File: src/rtl/sysctl_pkg.sv
package sysctl_pkg;
  localparam int DW       = 32;
  localparam int SEL_W    = 5;
  localparam int NUM_REGS = 16;
  localparam int IDX_W    = $clog2(NUM_REGS);
  localparam int ASID_W   = 8;

  localparam int ST_IE  = 0;
  localparam int ST_EXL = 1;
  localparam int ST_ERL = 2;
  localparam int ST_UM  = 4;
  localparam int ST_IM_LO = 8;
  localparam int DBG_DM = 30;

  typedef enum logic [SEL_W-1:0] {
    SEL_INDEX   = 5'd0,  SEL_ELO0   = 5'd1,  SEL_ELO1   = 5'd2,  SEL_CTX    = 5'd3,
    SEL_PGMASK  = 5'd4,  SEL_WIRED  = 5'd5,  SEL_EHI    = 5'd6,  SEL_STATUS = 5'd7,
    SEL_EPC     = 5'd8,  SEL_WLO    = 5'd9,  SEL_WHI    = 5'd10, SEL_DEBUG  = 5'd11,
    SEL_DPC     = 5'd12, SEL_TAGLO  = 5'd13, SEL_ERRPC  = 5'd14, SEL_DSAVE  = 5'd15
  } sel_e;

  function automatic logic [DW-1:0] keep_mask(input int idx);
    case (idx)
      0:       return 32'h8000_0000;
      3:       return 32'hFF80_0000;
      11:      return 32'h8C03_FC1F;
      default: return 32'h0000_0000;
    endcase
  endfunction

  function automatic logic [DW-1:0] take_mask(input int idx);
    case (idx)
      0:       return 32'h0000_000F;
      1, 2:    return 32'h3FFF_FFFF;
      3:       return 32'h007F_FFF0;
      4:       return 32'h01FF_E000;
      5:       return 32'h0000_000F;
      6:       return 32'hFFFF_E0FF;
      7:       return 32'hFA78_FF01;
      10:      return 32'h40FF_0FF8;
      11:      return 32'h1330_0120;
      13:      return 32'hFFFF_FCF6;
      default: return 32'hFFFF_FFFF;
    endcase
  endfunction
endpackage

File: src/rtl/sysctl_rst_sync.sv
module sysctl_rst_sync #(
  parameter int STAGES = 2
) (
  input  logic clk,
  input  logic rst_n,
  output logic rst_sync_n
);
  logic [STAGES-1:0] chain_q;

  always_ff @(posedge clk or negedge rst_n) begin
    if (!rst_n) chain_q <= '0;
    else        chain_q <= {chain_q[STAGES-2:0], 1'b1};
  end

  assign rst_sync_n = chain_q[STAGES-1];
endmodule

File: src/rtl/sysctl_field_reg.sv
module sysctl_field_reg #(
  parameter int          W    = 32,
  parameter logic [W-1:0] KEEP = '0,
  parameter logic [W-1:0] TAKE = '1
) (
  input  logic         clk,
  input  logic         rst_n,
  input  logic         we,
  input  logic [W-1:0] wdata,
  output logic [W-1:0] q
);
  logic [W-1:0] q_next;

  always_comb begin
    q_next = q;
    if (we) q_next = (q & KEEP) | (wdata & TAKE);
  end

  always_ff @(posedge clk or negedge rst_n) begin
    if (!rst_n) q <= '0;
    else        q <= q_next;
  end
endmodule

File: src/rtl/sysctl_side_fx.sv
module sysctl_side_fx
  import sysctl_pkg::*;
(
  input  logic              clk,
  input  logic              rst_n,
  input  logic              st_we,
  input  logic              dbg_we,
  input  logic              ehi_we,
  input  logic [DW-1:0]     wdata,
  input  logic [DW-1:0]     status_q,
  input  logic [DW-1:0]     entryhi_q,
  input  logic [7:0]        irq_pending,
  output logic              irq_req,
  output logic              flush_pulse,
  output logic              flag_user,
  output logic              flag_erl,
  output logic              flag_exl,
  output logic              flag_dbg
);
  logic irq_n, flush_n, um_n, erl_n, exl_n, dm_n;
  logic ie_rise, ie_fall, im_hit;

  assign ie_rise = wdata[ST_IE] & ~status_q[ST_IE];
  assign ie_fall = ~wdata[ST_IE] & status_q[ST_IE];
  assign im_hit  = |(wdata[ST_IM_LO +: 8] & irq_pending);

  always_comb begin
    irq_n   = irq_req;
    um_n    = flag_user;
    erl_n   = flag_erl;
    exl_n   = flag_exl;
    dm_n    = flag_dbg;
    flush_n = ehi_we && (wdata[ASID_W-1:0] != entryhi_q[ASID_W-1:0]);
    if (st_we) begin
      um_n  = wdata[ST_UM];
      erl_n = wdata[ST_ERL];
      exl_n = wdata[ST_EXL];
      if (ie_rise && !wdata[ST_EXL] && !wdata[ST_ERL] && !flag_dbg && im_hit)
        irq_n = 1'b1;
      else if (ie_fall)
        irq_n = 1'b0;
    end
    if (dbg_we) dm_n = wdata[DBG_DM];
  end

  always_ff @(posedge clk or negedge rst_n) begin
    if (!rst_n) begin
      irq_req     <= 1'b0;
      flush_pulse <= 1'b0;
      flag_user   <= 1'b0;
      flag_erl    <= 1'b0;
      flag_exl    <= 1'b0;
      flag_dbg    <= 1'b0;
    end else begin
      irq_req     <= irq_n;
      flush_pulse <= flush_n;
      flag_user   <= um_n;
      flag_erl    <= erl_n;
      flag_exl    <= exl_n;
      flag_dbg    <= dm_n;
    end
  end
endmodule

File: src/rtl/sysctl_regbank.sv
module sysctl_regbank
  import sysctl_pkg::*;
(
  input  logic             clk,
  input  logic             rst_n,
  input  logic             wr_en,
  input  logic [SEL_W-1:0] wr_sel,
  input  logic [DW-1:0]    wr_data,
  input  logic [SEL_W-1:0] rd_sel,
  output logic [DW-1:0]    rd_data,
  input  logic [7:0]       irq_pending,
  output logic             irq_req,
  output logic             flush_pulse,
  output logic             flag_user,
  output logic             flag_erl,
  output logic             flag_exl,
  output logic             flag_dbg
);
  logic                          rst_sync_n;
  logic [NUM_REGS-1:0]           we_vec;
  logic [NUM_REGS-1:0][DW-1:0]   regs_q;

  sysctl_rst_sync #(.STAGES(2)) u_rst (
    .clk(clk), .rst_n(rst_n), .rst_sync_n(rst_sync_n)
  );

  for (genvar g = 0; g < NUM_REGS; g++) begin : g_reg
    assign we_vec[g] = wr_en && (wr_sel == SEL_W'(g));
    sysctl_field_reg #(
      .W(DW), .KEEP(keep_mask(g)), .TAKE(take_mask(g))
    ) u_fld (
      .clk(clk), .rst_n(rst_sync_n), .we(we_vec[g]),
      .wdata(wr_data), .q(regs_q[g])
    );
  end

  sysctl_side_fx u_fx (
    .clk(clk), .rst_n(rst_sync_n),
    .st_we(we_vec[SEL_STATUS]), .dbg_we(we_vec[SEL_DEBUG]), .ehi_we(we_vec[SEL_EHI]),
    .wdata(wr_data), .status_q(regs_q[SEL_STATUS]), .entryhi_q(regs_q[SEL_EHI]),
    .irq_pending(irq_pending), .irq_req(irq_req), .flush_pulse(flush_pulse),
    .flag_user(flag_user), .flag_erl(flag_erl), .flag_exl(flag_exl), .flag_dbg(flag_dbg)
  );

  always_comb begin
    rd_data = '0;
    if (rd_sel < SEL_W'(NUM_REGS)) rd_data = regs_q[rd_sel[IDX_W-1:0]];
  end
endmodule

File: config.mk
export PLATFORM = sky130hd
export DESIGN_NAME = sysctl_regbank
export DESIGN_NICKNAME = d
export VERILOG_FILES = /design/src/rtl/sysctl_pkg.sv /design/src/rtl/sysctl_rst_sync.sv /design/src/rtl/sysctl_field_reg.sv /design/src/rtl/sysctl_side_fx.sv /design/src/rtl/sysctl_regbank.sv
export SDC_FILE = /design/constraint.sdc
export NUM_CORES = 1
export LEC_CHECK = 0
export BUFFER_PORTS_ARGS = -buffer_cell sky130_fd_sc_hd__buf_2
export CAP_MARGIN = 15
export CORE_MARGIN = 2
export CORE_UTILIZATION = 55
export CTS_CLUSTER_SIZE = 20
export DETAILED_ROUTE_END_ITERATION = 7
export PLACE_DENSITY = 0.75
export SYNTH_ARGS = -nofsm -noshare
export SYNTH_HDL_FRONTEND = slang
export SYNTH_SLANG_ARGS = --single-unit
export TNS_END_PERCENT = 30
File: constraint.sdc
create_clock -name clk -period 27.6 [get_ports clk]
set_input_delay 5.52 -clock clk [delete_from_list [all_inputs] [get_ports clk]]
set_output_delay 5.52 -clock clk [all_outputs]
set_load 0.02 [all_outputs]
==> flow_metrics.tcl, run 1 <==
set metrics [dict create \
    outcome "completed" \
    port_buffers 90 \
    crit_type "in -> out" \
    fmax_mhz 71.6 \
    r2r-start "u_rst.chain_q[1]" \
    netlist_area_um2 17500 \
    syn2layout_area_growth_pct 9.52 \
    drt_pass1_iterations 5 \
    core-area_um2 31400 \
    rrSetupSlack_ns 25.00 \
    dr.max_layer_used "met4" \
    crit_fanout 58 \
    seqPwrFrac_pct 47.8 \
    synth_ff_type "dfrtp_1" \
    tns_ns 0 \
    clock-sinks 366 \
    ir_worst_vdd_v 0.0000438 \
    switching_power_uw 360 \
    antenna_found_initial 1 \
    period_share_pct 50.6 \
    p_leak_nw 8.83 \
    fp-row-count 65 \
    rr_endpoint "g_reg[12].u_fld.q[16]" \
    wl_met1_um 18400 \
    grt_pass1_wl_um 66500 \
    routed_wl_um 41600 \
    grt_max_degree 174 \
    intPower_mw 1.09 \
    htreeDepth 2 \
    hold_start "u_rst.chain_q[0]" \
    fillCellCount 2428 \
    clk_pin_slew_ns 0.06 \
    max_cap_viol_count 0 \
    cts_buffers 39 \
    p_per_area_nw_per_um2 75.8 \
    layout.nets 1342 \
    critPathLaunchType "input port" \
    finalHoldViolations 0 \
    dpl.hpwl_um 23800 \
    drive_above_1_share_pct 44.7 \
    pin_count 91 \
    postCtsHoldBufs 0 \
    seq_area_frac_synth_pct 52.4 \
    place_congestion 0.781 \
    detail_route.wl_per_cell_um 24.2 \
    final_max_slew_viol_count 0 \
    pwr-share-comb_pct 15.8 \
    post-place-ws_ns 13.69 \
    min_path_cells 0 \
    vias 10704 \
    dr_wl_met2_um 20100 \
    cts_max_path_buffers 3 \
    clock_latency_ns 0.52 \
    cts_tree "yes" \
    postCtsSetupBuffers 0 \
    period_minus_slack_ns 13.96 \
    drc 0 \
    swShare_pct 24.8 \
    min_to "u_rst.chain_q[1]" \
    root_buffer "clkbuf_16" \
    required_ns 22.08 \
    drt-initial-drc-count 739 \
    finalWorstSetupSlack_ns 13.64 \
    ys_ff_latch 366 \
    cp_data_arrival_time_ns 8.44 \
    die_w_um 182 \
    postRouteAntennaNets 0 \
    cts_resized 0 \
    rsz0062_at_grt "no" \
    hp-class "reg -> reg" \
    tightest_slew_ns 1.19 \
    worstRegToRegCells 2 \
    clockPowerShare_pct 36.4 \
    grt_pass1_vias 11321 \
    maxSlewHeadroom_pct 20.4 \
    cp-end-kind "output port" \
    clock_skew_ns 0.0127 \
    syn_inst 1258 \
    synthArstFlopShare_pct 100 \
    start_util_pct 55.7 \
    gr-total-overflow 0 \
    die_height_um 182 \
    grtUsageTotal_pct 25.8 \
    synth-edff-count 0 \
    fp.dieArea_um2 33200 \
    avgSynthCellArea_um2 13.9 \
    viasPerCell 6.22 \
    synth_cell_types 59 \
    synth_fp_nets 1311 \
    synth_warnings 0 \
    setup_viol 0 \
    met3_length_um 1970 \
]
how the worst max path moves through the flow:
| stage | startpoint | endpoint | slack [ns] | cells past startpoint |
|---|---|---|---|---|
| 5_1_grt | rd_sel[1] | rd_data[0] | 13.53 | 8 |
| 2_1_floorplan | rd_sel[0] | rd_data[20] | 15.06 | 6 |
| 6_report | rd_sel[1] | rd_data[0] | 13.64 | 8 |
| 3_3_place_gp | rd_sel[1] | rd_data[0] | 13.69 | 8 |
| 4_1_cts | rd_sel[1] | rd_data[0] | 13.68 | 8 |
| 3_5_place_dp | rd_sel[1] | rd_data[0] | 13.69 | 8 |
final cells by class:
class | instances | area [um2] | area share (%)
sequential | 366 | 9160 | 47.8
multi-input combinational | 769 | 7580 | 39.6
clock buffer | 60 | 1130 | 5.93
timing repair buffer | 107 | 598 | 3.12
tap | 402 | 503 | 2.63
clock inverter | 10 | 154 | 0.804
inverter | 6 | 22.5 | 0.118
antenna | 1 | 2.50 | 0.0131
power by group through the flow:
stage | Combinational (mW) | Sequential [mW] | Clock, mW
2_1_floorplan | 0.181 | 0.694 | 0
3_3_place_gp | 0.222 | 0.696 | 0
3_5_place_dp | 0.230 | 0.702 | 0
4_1_cts | 0.231 | 0.694 | 0.536
5_1_grt | 0.251 | 0.707 | 0.561
6_report | 0.229 | 0.694 | 0.529
metrics by stage:
stage	cell area, um2	utilization, %	hold slack [ns]	total power, mW	cells
after floorplan	17500	-	0.331	0.875	1258
after global placement	17900	56.9	0.334	0.918	1650
after detailed placement	17900	56.9	0.338	0.932	1650
after CTS	19200	61.0	0.351	1.46	1720
after global routing	19200	61.0	0.353	1.52	1720
final	19200	61.0	0.348	1.45	1721
routing by layer:
metal  track usage, %  vias up
met1             35.7     5627
met2             42.9      296
met3             3.41       76
met5                0        -
li1                 -     4705
met4             7.94        0
cell usage in the layout, fill, tap and decap left out, types with 10 or more instances in the layout:
master	instances
a211oi_1	15
a21oi_1	34
a221oi_1	23
a22oi_1	16
buf_2	87
buf_4	19
clkbuf_1	13
clkbuf_16	39
dfrtp_1	365
mux2_1	10
mux2_2	334
mux2_4	50
mux2i_1	57
mux4_2	19
nand2_1	24
nor2_1	17
o21ai_0	45
o22ai_1	12
synthesized netlist by cell type (all sizes together), types with 9 or more instances:
cell type / n / area share (%)
a22oi: 16 / 0.69
nand2: 29 / 0.65
a221oi: 23 / 1.2
mux2i: 57 / 3.3
clkbuf: 43 / 0.94
o22ai: 12 / 0.43
mux2: 394 / 26
nor2: 18 / 0.39
o21ai: 45 / 1.3
dfrtp: 366 / 52
buf: 74 / 3.3
mux4: 19 / 2.4
a21oi: 34 / 0.97
a211oi: 15 / 0.64
nor3: 9 / 0.26
flip-flops by register name, indices dropped and copies added (netlist names):
register          count
u_fx.flag_dbg         1
u_fx.flag_user        1
u_fx.irq_req          1
u_rst.chain_q         2
u_fx.flag_erl         1
g.u_fld.q           358
u_fx.flush_pulse      1
u_fx.flag_exl         1
kinds of logic after synthesis:
| kind of cell | share of synthesized area [%] |
|---|---|
| AO/OA/AOI/OAI | 7.23 |
| XOR/XNOR | 0.401 |
| buffers and inverters | 4.41 |
| flip-flops | 52.4 |
| multiplexers | 32.2 |
| other | 0.0214 |
| AND/OR/NAND/NOR | 3.41 |
critical path, cell delays in order:
cell and delay, ns:
buf_4 0.36, buf_4 0.73, nor2b_2 0.56, buf_4 0.31, a221oi_1 0.10, or3_1 0.34
a21oi_1 0.27, buf_2 0.23
No activity file was read; power rests on OpenSTA's default activity.
==> run 2: changes to the inputs <==
==> constraint.sdc (replaced) <==
create_clock -name clk -period 14.4 [get_ports clk]
set_input_delay 2.88 -clock clk [delete_from_list [all_inputs] [get_ports clk]]
set_output_delay 2.88 -clock clk [all_outputs]
set_load 0.02 [all_outputs]
==> flow_metrics.tcl, run 2 (synthesized netlist as in run 1, its figures left out) <==
set metrics [dict create \
    rrSetupSlack_ns 11.77 \
    hold_ws_ns 0.355 \
    hp-class "reg -> reg" \
    crit_end "rd_data[0]" \
    post-place-ws_ns 5.77 \
    maxSlewHeadroom_pct 20.9 \
    drt-initial-drc-count 772 \
    grt_pass1_wl_um 66800 \
    period_share_pct 60.3 \
    dpl.hpwl_um 23900 \
    setup_viol 0 \
    viasPerCell 6.31 \
    final_common_cell "dfrtp_1" \
    grtUsageMet2_pct 43.8 \
    cp-end-kind "output port" \
    seqPwrFrac_pct 47.7 \
    grt.busiest_layer "met2" \
    final_max_slew_viol_count 0 \
    clock_latency_ns 0.53 \
    finalHoldViolations 0 \
    p_per_area_nw_per_um2 146 \
    p_leak_nw 8.84 \
    postCtsHoldBufs 0 \
    syn2layout_area_growth_pct 9.63 \
    max_cap_viol_count 0 \
    stdcell_count 1718 \
    crit_type "in -> out" \
    grtUsageTotal_pct 26.1 \
    rr_endpoint "g_reg[2].u_fld.q[18]" \
    ir_worst_vdd_v 0.0000884 \
    cp_data_arrival_time_ns 5.81 \
    crit_fanout 58 \
    antenna_found_initial 2 \
    placed_cells_incl_taps 1650 \
    drive_above_1_share_pct 45.2 \
    clockPowerShare_pct 36.4 \
    grt_pass1_vias 11416 \
    detail_route.wl_per_cell_um 24.7 \
    die_height_um 182 \
    grt_max_degree 174 \
    fp.dieArea_um2 33200 \
    cts_resized 0 \
    postCtsSetupBuffers 0 \
    swShare_pct 25.0 \
    cts_buffers 39 \
    period_minus_slack_ns 8.69 \
    port_buffers 90 \
    tightest_slew_ns 1.18 \
    clk_pin_slew_ns 0.06 \
    utilization_pct 61.1 \
    fp-row-count 65 \
    pin_count 91 \
    top_regs "g.u_fld.q x358, u_rst.chain_q x2" \
    r2r-start "u_rst.chain_q[1]" \
    clock_skew_ns 0.0146 \
    required_ns 11.52 \
    die_w_um 182 \
    final_cell_mix "365 x dfrtp_1, 334 x mux2_2, 87 x buf_2" \
    critPathLaunchType "input port" \
    vias 10840 \
    clock-sinks 366 \
    layout.nets 1342 \
    htreeDepth 2 \
    drc 0 \
    worstRegToRegCells 2 \
    hold_start "u_rst.chain_q[0]" \
    finalWorstSetupSlack_ns 5.71 \
    regMostFlops "g.u_fld.q" \
    fmax_mhz 115 \
    start_util_pct 55.7 \
    outcome "completed" \
    largest_reg_flops 358 \
    core-area_um2 31400 \
    met1_usage_pct 35.1 \
    intPower_mw 2.09 \
    grt_use_met3_pct 4.03 \
    startpoint "rd_sel[1]" \
    gr-total-overflow 0 \
    cts_tree "yes" \
    postRouteAntennaNets 0 \
    cts_max_path_buffers 3 \
    tns_ns 0 \
    root_buffer "clkbuf_16" \
    rsz0062_at_grt "no" \
    place_congestion 0.776 \
    drt_pass1_iterations 5 \
    routed_wl_um 42500 \
    pwr-share-comb_pct 15.9 \
    switching_power_uw 697 \
]
## run 2: changes by cell type in the layout (fill, tap and decap cells not counted)
| cell | previous run | this run |
|---|---|---|
| clkinv_2 | 5 | 6 |
| clkbuf_8 | 8 | 12 |
| clkbuf_1 | 13 | 5 |
| inv_6 | 1 | 0 |
| clkinvlp_4 | 0 | 1 |
| bufinv_16 | 4 | 2 |
| clkbuf_16 | 39 | 41 |
## run 2: power by group through the flow
stage,registers [mW],clock network [mW],logic (mW)
2_1_floorplan,1.33,0,0.346
3_3_place_gp,1.33,0,0.426
3_5_place_dp,1.35,0,0.441
4_1_cts,1.33,1.03,0.446
5_1_grt,1.36,1.07,0.482
6_report,1.33,1.02,0.443
## run 2: critical path: stages
cell and delay, ns:
buf_4 0.35, buf_4 0.71, nor2b_2 0.56, buf_4 0.32
a221oi_1 0.11, or3_1 0.34, a21oi_1 0.27, buf_2 0.22
## run 2: per-layer routing
metal | vias up | share of wire, %
li1 | 4706 | -
met1 | 5728 | 43
met2 | 321 | 49
met3 | 83 | 5.2
met4 | 2 | 2.8
met5 | - | 0.031
## run 2: per-stage QoR
stage	total power, mW	cell area (um2)
global placement	1.76	17900
floorplan	1.68	17500
detailed placement	1.79	17900
finish	2.79	19200
CTS	2.81	19200
global route	2.91	19200
## run 2: area by class of cell
class                   instances  area, um2
diodes                          1       2.50
well taps                     402        503
inverters                       6       22.5
fillers                      2443      12200
clock inverters                 9       97.6
flip-flops and latches        366       9160
clock buffers                  58       1210
multi-input cells             769       7580
repair buffers                107        598
## run 2: how the worst min path moves through the flow
stage                       endpoint  slack [ns]  depth (start not counted)
finish              u_rst.chain_q[1]        0.35                          0
global route        u_rst.chain_q[1]        0.36                          0
CTS                 u_rst.chain_q[1]        0.36                          0
detailed placement  u_rst.chain_q[1]        0.34                          0
global placement    u_rst.chain_q[1]        0.33                          0
floorplan           u_rst.chain_q[1]        0.33                          0
==> run 3: changes to the inputs <==
==> constraint.sdc (replaced) <==
create_clock -name clk -period 8.9 [get_ports clk]
set_input_delay 1.78 -clock clk [delete_from_list [all_inputs] [get_ports clk]]
set_output_delay 1.78 -clock clk [all_outputs]
set_load 0.02 [all_outputs]
==> flow_metrics.tcl, run 3 (synthesized netlist as in run 1, its figures left out) <==
set metrics [dict create \
    outcome "completed" \
    grtUsageTotal_pct 26.1 \
    final_max_slew_viol_count 0 \
    die_height_um 182 \
    cp_data_arrival_time_ns 4.80 \
    crit_fanout 57 \
    tightest_slew_ns 1.22 \
    hold_ws_ns 0.345 \
    die_w_um 182 \
    top_regs "g.u_fld.q x358, u_rst.chain_q x2" \
    drt-initial-drc-count 764 \
    grt_max_degree 80 \
    final_cell_mix "365 x dfrtp_1, 334 x mux2_2, 87 x buf_2" \
    gr-total-overflow 0 \
    postCtsHoldBufs 0 \
    finalWorstSetupSlack_ns 2.32 \
    clock_latency_ns 0.53 \
    drc 0 \
    clk_pin_slew_ns 0.05 \
    p_leak_nw 8.79 \
    worstRegToRegCells 1 \
    r2r-start "u_rst.chain_q[1]" \
    largest_reg_flops 358 \
    required_ns 7.12 \
    crit_type "in -> out" \
    max_cap_viol_count 0 \
    final_common_cell "dfrtp_1" \
    utilization_pct 60.7 \
    clock_skew_ns 0.0111 \
    dpl.hpwl_um 23700 \
    fmax_mhz 152 \
    port_buffers 90 \
    drive_above_1_share_pct 44.6 \
    syn2layout_area_growth_pct 9.05 \
    routed_wl_um 42000 \
    postCtsSetupBuffers 0 \
    grt_pass1_vias 11323 \
    fillCellCount 2438 \
    p_per_area_nw_per_um2 231 \
    rsz0062_at_grt "no" \
    drt_pass1_iterations 4 \
    cp-end-kind "output port" \
    vias 10867 \
    htreeDepth 2 \
    rr_endpoint "g_reg[3].u_fld.q[15]" \
    ir_worst_vdd_v 0.000147 \
    post-place-ws_ns 2.30 \
    fp.dieArea_um2 33200 \
    startpoint "rd_sel[1]" \
    maxSlewHeadroom_pct 18.4 \
    place_congestion 0.763 \
    clock-sinks 366 \
    period_minus_slack_ns 6.58 \
    grt_pass1_wl_um 66800 \
    viasPerCell 6.30 \
    period_share_pct 73.9 \
    hp-class "reg -> reg" \
    cts_tree "yes" \
    layout.nets 1344 \
    critPathLaunchType "input port" \
    fp-row-count 65 \
    detail_route.wl_per_cell_um 24.3 \
    root_buffer "clkbuf_16" \
    setup_viol 0 \
    cts_buffers 39 \
    cts_resized 0 \
    rrSetupSlack_ns 7.01 \
    antenna_found_initial 3 \
    tns_ns 0 \
    postRouteAntennaNets 0 \
    start_util_pct 55.7 \
    finalHoldViolations 0 \
    core-area_um2 31400 \
    pin_count 91 \
    cts_max_path_buffers 3 \
    crit_end "rd_data[0]" \
    regMostFlops "g.u_fld.q" \
]
-- run 3: cell count changes in the layout (fill, tap and decap cells not counted), moves of 2 or more --
cell | previous run | this run
clkbuf_1 | 5 | 15
clkbuf_8 | 12 | 5
buf_4 | 19 | 22
inv_6 | 0 | 3
clkbuf_16 | 41 | 39
-- run 3: where the power goes --
part	internal, mW	switching (mW)	leakage, nW
sequential	1.99	0.168	4.67
combinational	0.410	0.300	3.52
clock	0.888	0.654	0.590
-- run 3: how the worst min path moves through the flow --
stage / slack (ns) / cells past startpoint / from / to
final: 0.35 / 0 / u_rst.chain_q[0] / u_rst.chain_q[1]
after global routing: 0.35 / 0 / u_rst.chain_q[0] / u_rst.chain_q[1]
after global placement: 0.34 / 0 / u_rst.chain_q[0] / u_rst.chain_q[1]
after floorplan: 0.33 / 0 / u_rst.chain_q[0] / u_rst.chain_q[1]
after CTS: 0.35 / 0 / u_rst.chain_q[0] / u_rst.chain_q[1]
after detailed placement: 0.34 / 0 / u_rst.chain_q[0] / u_rst.chain_q[1]
-- run 3: critical path, cell delays in order --
cell      delay [ns]
buf_4           0.36
buf_4           0.57
buf_4           0.75
mux2_2          0.29
a221oi_1        0.06
or3_1           0.39
a21oi_1         0.31
buf_2           0.23
-- run 3: layer usage --
metal	part of all wire [%]	track usage (%)	vias to the layer above
li1	-	-	4711
met5	0.017	0	-
met1	45	37.1	5779
met2	48	42.2	312
met3	5.2	3.93	63
met4	2.0	7.03	2
-- run 3: final cells by class --
cell class	instances	area, um2	area share (%)
Sequential cell	366	9160	48.0
Multi-Input combinational cell	769	7570	39.7
Clock buffer	59	1100	5.77
Timing Repair Buffer	109	601	3.15
Tap cell	402	503	2.64
Clock inverter	12	103	0.538
Inverter	6	22.5	0.118
Antenna cell	2	5.00	0.0262
-- run 3: metrics by stage --
stage	cell area (um2)	instances	power, mW
5_1_grt	19100	1724	4.61
6_report	19100	1725	4.41
3_5_place_dp	17900	1652	2.89
4_1_cts	19100	1723	4.44
3_3_place_gp	17900	1652	2.85
2_1_floorplan	17500	1258	2.71
